## src/rtl/ppt_pkg.sv

```systemverilog
`timescale 1ns/1ps
package ppt_pkg;
   localparam int NUM_CH  = 2;
   localparam int CH_MAST = 0;
   localparam int CH_SLV  = 1;

   typedef enum logic [1:0] {
      DIV_1  = 2'd0,
      DIV_4  = 2'd1,
      DIV_16 = 2'd2,
      DIV_64 = 2'd3
   } div_e;
endpackage

```

## src/rtl/ppt_prescaler.sv

```systemverilog
`timescale 1ns/1ps
module ppt_prescaler #(
   parameter int PRE_W      = 6,
   parameter int SEL_W      = 2,
   parameter int SHIFT_STEP = 2
) (
   input  logic             clk,
   input  logic             rst_n,
   input  logic             run,
   input  logic [SEL_W-1:0] sel,
   output logic             tick
);
   localparam int MAX_SHIFT = SHIFT_STEP * ((1 << SEL_W) - 1);

   if (PRE_W < MAX_SHIFT) begin : g_bad_width
      $error("ppt_prescaler: PRE_W too small for the largest divisor");
   end

   logic [PRE_W-1:0] phase;
   logic [PRE_W-1:0] mask;

   always_comb begin
      mask = PRE_W'((32'd1 << (SHIFT_STEP * int'(sel))) - 32'd1);
   end

   always_ff @(posedge clk) begin
      if (!rst_n)   phase <= '0;
      else if (!run) phase <= '0;
      else          phase <= phase + 1'b1;
   end

   assign tick = run && ((phase & mask) == mask);
endmodule

```

## src/rtl/ppt_counter_pair.sv

```systemverilog
`timescale 1ns/1ps
module ppt_counter_pair #(
   parameter int CNT_W = 16
) (
   input  logic                                 clk,
   input  logic                                 rst_n,
   input  logic                                 tick,
   input  logic                                 clr_sel,
   input  logic [CNT_W-1:0]                     period,
   output logic [ppt_pkg::NUM_CH-1:0][CNT_W-1:0] cnt,
   output logic                                 restart,
   output logic                                 wrap_evt,
   output logic                                 full_clr
);
   import ppt_pkg::*;
   localparam logic [CNT_W-1:0] FULL = {CNT_W{1'b1}};

   logic cmp_hit;
   logic at_full;

   // master count decides the compare for both channels
   assign cmp_hit  = clr_sel && (cnt[CH_MAST] == period);
   assign at_full  = (cnt[CH_MAST] == FULL);
   assign wrap_evt = tick && !cmp_hit && at_full;
   assign full_clr = tick && cmp_hit && at_full;
   assign restart  = tick && (cmp_hit || at_full);

   for (genvar g = 0; g < NUM_CH; g++) begin : g_cnt
      always_ff @(posedge clk) begin
         if (!rst_n)        cnt[g] <= '0;
         else if (tick) begin
            if (cmp_hit)    cnt[g] <= '0;
            else            cnt[g] <= cnt[g] + 1'b1;
         end
      end
   end
endmodule

```

## src/rtl/ppt_channel.sv

```systemverilog
`timescale 1ns/1ps
module ppt_channel #(
   parameter int CNT_W = 16
) (
   input  logic             clk,
   input  logic             rst_n,
   input  logic             tick,
   input  logic             restart,
   input  logic             set_ovf,
   input  logic             wr,
   input  logic             wdata,
   input  logic [CNT_W-1:0] cnt,
   input  logic [CNT_W-1:0] duty,
   output logic             ovf,
   output logic             pwm
);
   always_ff @(posedge clk) begin
      if (!rst_n)             ovf <= 1'b0;
      else if (set_ovf)       ovf <= 1'b1;
      else if (wr && !wdata)  ovf <= 1'b0;
   end

   always_ff @(posedge clk) begin
      if (!rst_n)                     pwm <= 1'b1;
      else if (restart)               pwm <= 1'b1;
      else if (tick && cnt == duty)   pwm <= 1'b0;
   end
endmodule

```

## src/rtl/pwm_pair_timer.sv

```systemverilog
`timescale 1ns/1ps
module pwm_pair_timer #(
   parameter int CNT_W      = 16,
   parameter int PRE_W      = 6,
   parameter int SEL_W      = 2,
   parameter int SHIFT_STEP = 2
) (
   input  logic             clk,
   input  logic             rst_n,
   input  logic             start,
   input  logic [SEL_W-1:0] div_sel,
   input  logic             clr_on_period,
   input  logic [CNT_W-1:0] period,
   input  logic [CNT_W-1:0] duty_m,
   input  logic [CNT_W-1:0] duty_s,
   input  logic             mask_mode,
   input  logic [1:0]       sync_en,
   input  logic [1:0]       ovf_wr,
   input  logic [1:0]       ovf_wdata,
   output logic [CNT_W-1:0] cnt_m,
   output logic [CNT_W-1:0] cnt_s,
   output logic             ovf_m,
   output logic             ovf_s,
   output logic             pwm_m,
   output logic             pwm_s
);
   import ppt_pkg::*;

   if (CNT_W < 2) begin : g_bad_cnt
      $error("pwm_pair_timer: CNT_W must be at least 2");
   end

   logic                          tick;
   logic [NUM_CH-1:0][CNT_W-1:0]  cnt;
   logic [NUM_CH-1:0][CNT_W-1:0]  duty;
   logic                          restart;
   logic                          wrap_evt;
   logic                          full_clr;
   logic [NUM_CH-1:0]             ovf_set;
   logic [NUM_CH-1:0]             ovf_q;
   logic [NUM_CH-1:0]             pwm_q;
   logic                          both_sync;

   assign duty[CH_MAST] = duty_m;
   assign duty[CH_SLV]  = duty_s;
   assign both_sync     = &sync_en;

   ppt_prescaler #(
      .PRE_W(PRE_W), .SEL_W(SEL_W), .SHIFT_STEP(SHIFT_STEP)
   ) u_pre (
      .clk(clk), .rst_n(rst_n), .run(start), .sel(div_sel), .tick(tick)
   );

   ppt_counter_pair #(.CNT_W(CNT_W)) u_pair (
      .clk(clk), .rst_n(rst_n), .tick(tick), .clr_sel(clr_on_period),
      .period(period), .cnt(cnt), .restart(restart),
      .wrap_evt(wrap_evt), .full_clr(full_clr)
   );

   for (genvar ch = 0; ch < NUM_CH; ch++) begin : g_ch
      if (ch == CH_MAST) begin : g_set_mast
         // the master's own compare-clear never counts as an overflow
         assign ovf_set[ch] = wrap_evt;
      end else begin : g_set_slv
         // the slave sees the full-scale clear as a wrap unless masked or synced
         assign ovf_set[ch] = wrap_evt | (full_clr & ~mask_mode & ~both_sync);
      end

      ppt_channel #(.CNT_W(CNT_W)) u_ch (
         .clk(clk), .rst_n(rst_n), .tick(tick), .restart(restart),
         .set_ovf(ovf_set[ch]), .wr(ovf_wr[ch]), .wdata(ovf_wdata[ch]),
         .cnt(cnt[ch]), .duty(duty[ch]), .ovf(ovf_q[ch]), .pwm(pwm_q[ch])
      );
   end

   assign cnt_m = cnt[CH_MAST];
   assign cnt_s = cnt[CH_SLV];
   assign ovf_m = ovf_q[CH_MAST];
   assign ovf_s = ovf_q[CH_SLV];
   assign pwm_m = pwm_q[CH_MAST];
   assign pwm_s = pwm_q[CH_SLV];
endmodule

```

## config.mk

```make
export PLATFORM = sky130hd
export DESIGN_NAME = pwm_pair_timer
export DESIGN_NICKNAME = d
export VERILOG_FILES = /design/src/rtl/ppt_pkg.sv /design/src/rtl/ppt_prescaler.sv /design/src/rtl/ppt_counter_pair.sv /design/src/rtl/ppt_channel.sv /design/src/rtl/pwm_pair_timer.sv
export SDC_FILE = /design/constraint.sdc
export NUM_CORES = 1
export LEC_CHECK = 0
export BUFFER_PORTS_ARGS = -buffer_cell sky130_fd_sc_hd__clkbuf_2
export CORE_MARGIN = 4
export CORE_UTILIZATION = 33
export CTS_CLUSTER_SIZE = 8
export DETAILED_ROUTE_END_ITERATION = 12
export PLACE_DENSITY = 0.55
export SETUP_SLACK_MARGIN = 0.2
export SLEW_MARGIN = 20
export SYNTH_ARGS = -nofsm -noshare
export SYNTH_HDL_FRONTEND = slang
export SYNTH_SLANG_ARGS = --single-unit
```

## constraint.sdc

```tcl
create_clock -name clk -period 2 [get_ports clk]
set_input_delay 0.5 -clock clk [delete_from_list [all_inputs] [get_ports clk]]
set_output_delay 0.5 -clock clk [all_outputs]
set_load 0.005 [all_outputs]
```

==> reports/metrics.yaml <==
status:
  status: "completed"
cts:
  cts.clk_slew.worst_paths_ns: 0.08
  htree_num_levels: 2
  tritoncts: "yes"
  clock_sink_count: 42
  numCtsBuffers: 5
  ctsLongestPathBuffers: 2
  clock-root-buffer: "sky130_fd_sc_hd__clkbuf_8"
  source_to_sink_clock_delay_at_the_later_pin_of_the_worst_skew_pair_ns: 0.29
route:
  detail_route.vias_per_cell: 4.75
  firstDrtPassIters: 4
  num_vias: 2395
  routedWlPerCell_um: 13.8
  drt_wl_total_mm: 6.98
  drt.antenna.violating_nets: 0
  first_iter_violations: 61
  drcViolationCount: 0
placed_design:
  port_buffers: 96
  placed_area_um2: 3200
  gp_congestion: 0.767
  dp_worst_setup_slack_ns: -0.211
  place.detailed.hpwl_mm: 5.43
worst_setup_path:
  worstSetupStartpointType: "flip-flop"
  crit_required_ns: 2.24
  timing.critical_path.cells: "xor2_1 > nor4_2 > nand3_2 > o41ai_4 > buf_4 > buf_8 > nand3b_1"
  critical_path_s_slowest_cell: "sky130_fd_sc_hd__o41ai_4"
  critPathKind: "reg -> reg"
  timing.critical_path.slowest_cell_delay_ns: 0.38
  worst-path-max-fanout: 6
  type_of_element_capturing_the_critical_path: "flip-flop"
  critical_path_arrival_ns: 2.04
synth:
  synth_top_flop_cell: "sky130_fd_sc_hd__dfxtp_1"
  synth.largest_area_cell: "sky130_fd_sc_hd__dfxtp_1"
  yosys.cell_types.count: 35
  syn_area_per_cell_um2: 8.60
  postSynth.asyncResetShare_pct: 0
  synth_fp_nets: 349
  synth_warnings: 0
  synth.cell_area_um2: 2450
  yosysTopAreaCellShare_pct: 34.3
  yosysMostFrequentCell: "sky130_fd_sc_hd__xor2_1"
  synth_seq_cells: 42
  netlist_top_cells_count: "sky130_fd_sc_hd__xor2_1 (68), sky130_fd_sc_hd__dfxtp_1 (42), sky130_fd_sc_hd__nor2_1 (35)"
  synth_edf_count: 0
  synthesis.instances: 285
  seq_area_frac_synth_pct: 34.3
  netlist_top_cells_area: "sky130_fd_sc_hd__dfxtp_1 (34%), sky130_fd_sc_hd__xor2_1 (24%), sky130_fd_sc_hd__nand4_1 (5.9%), sky130_fd_sc_hd__nor2_1 (5.4%), sky130_fd_sc_hd__xnor2_1 (4.3%)"
grt:
  globalRouteOverflowTotal: 0
  globalRouteTotalUtil_pct: 16.1
  grt_pass1_wl_mm: 11.4
  grt_antenna_before_repair: 0
  maximum_number_of_pins_on_one_net_before_global_route_repair: 30
  via_count_of_the_first_global_routing_pass: 2365
sta:
  unrepaired_setup_endpoints_after_global_routing: "yes"
  final.setup_skew_ns: 0.00778
  slew-limit-headroom_pct: 77.0
  max_freq_ghz: 0.555
  setup_viol_count_final: 0
  setup_tns_ns: 0
  min_hold_slack_ns: 0.450
  hold_viol: 0
  postLayoutSetupSlackWorst_ns: 0.197
  min_period_over_period_pct: 90.2
  worst-slew-pin-transition_ns: 0.345
  finalMaxSlewViolations: 0
  final_period_minus_worst_setup_slack_ns: 1.80
die:
  die_h_um: 94.2
  floorplan.initialDensity_pct: 33.8
  placeableCoreArea_um2: 7250
  floorplan.io_pins: 97
  number_of_rows_created_at_floorplan: 31
  die_area_um2: 8870
  chipWidth_um: 94.2
cells_and_area:
  design_area_um2: 3420
  areaGrowthSynthToFinish_pct: 39.5
  fillCellCount: 762
  insertedDiodeCount: 0
  final_layout_size_suffix_gt1_share_pct: 38.5
  fin_nets: 468
pwr:
  power-per-cell-area_nw_per_um2: 474
  power_mw: 1.62
  p_leak_nw: 1.64
  worst_ir_drop_vdd_mv: 0.226
run:
  max-cap-violations: 0
min_path:
  timing.hold.worst.class: "in -> reg"
==> layout by cell type, fill, tap and decap left out, types with 10 or more instances in the layout <==
cell type	count
sky130_fd_sc_hd__and3_1	12
sky130_fd_sc_hd__buf_4	26
sky130_fd_sc_hd__clkbuf_2	96
sky130_fd_sc_hd__dfxtp_1	39
sky130_fd_sc_hd__nand3_1	11
sky130_fd_sc_hd__nand4_1	23
sky130_fd_sc_hd__nor2_1	25
sky130_fd_sc_hd__nor4_1	10
sky130_fd_sc_hd__xnor2_1	12
sky130_fd_sc_hd__xor2_1	68
==> cell type report <==
type / instances / area, µm² / share of cell area (%)
inverters: 5 / 18.8 / 0.549
flip-flops and latches: 42 / 845 / 24.7
clock buffers: 7 / 86.3 / 2.52
clock inverters: 1 / 5.00 / 0.146
repair buffers: 128 / 747 / 21.8
well taps: 99 / 124 / 3.62
multi-input cells: 222 / 1600 / 46.6
==> path summary, 6_finish.rpt <==
path              slack [ns]  cells after the start      startpoint               end
setup reg to reg        0.20                      7   u_pair.cnt[2]  g_ch[0].u_ch.pwm
setup / recovery        0.20                      7   u_pair.cnt[2]  g_ch[0].u_ch.pwm
hold / removal          0.45                      3    ovf_wdata[0]  g_ch[0].u_ch.ovf
hold reg to reg         0.48                      1  u_pre.phase[0]    u_pre.phase[0]
==> cell families (layout without fill, tap and decap cells) <==
group / after synthesis / count (layout) / synth area share (%)
AOI/OAI and AO/OA: 17 / 17 / 5.05
xor gates and xnor gates: 80 / 80 / 28.6
adders and majority gates: 3 / 3 / 1.53
buffers and inverters: 21 / 141 / 3.98
DFF: 42 / 42 / 34.3
and+or+nand+nor: 122 / 122 / 26.6
==> stage by stage <==
step / instances / utilization, %
floorplan: 285 / -
global placement: 491 / 44.1
detailed placement: 491 / 44.1
CTS: 503 / 46.1
global route: 504 / 47.2
finish: 504 / 47.2
==> where the power goes <==
group	leakage, nW	switching [mW]	total, mW	internal, mW
Sequential	0.340	0.00683	0.847	0.841
Combinational	1.25	0.0981	0.202	0.103
Clock	0.0482	0.294	0.573	0.279
Total	1.64	0.399	1.62	1.22
==> timing repair <==
action / in CTS / in global routing
buffers inserted: 3 / 1
pin swaps: 11 / 9
resized for setup: 9 / 20
endpoints found under the hold margin: 0 / 0
endpoints found under the setup margin: 32 / 36
hold buffers: 0 / 0
gates cloned: 1 / 0
==> worst max-delay path: cells and delay by family (launching register included) <==
family / cells / cell delay (ns)
compound gates: 1 / 0.38
buf+inv: 2 / 0.32
simple gates: 3 / 0.57
xor+xnor: 1 / 0.14
flops: 1 / 0.33
==> registers in the layout, summed over array words and instances, names as in the netlist <==
name,flops
u_pair.cnt,32
u_pre.phase,6
g_ch.u_ch.ovf,2
g_ch.u_ch.pwm,2
==> per-layer routing <==
metal	track usage, %	wire (µm)	vias up	part of all wire (%)
met5	0	0	-	0
met4	3.25	40	0	0.57
met3	3.04	460	3	6.6
met2	26.8	3250	88	47
met1	21.6	3230	1079	46
li1	-	-	1225	-
(Power assumes the default switching activity.)
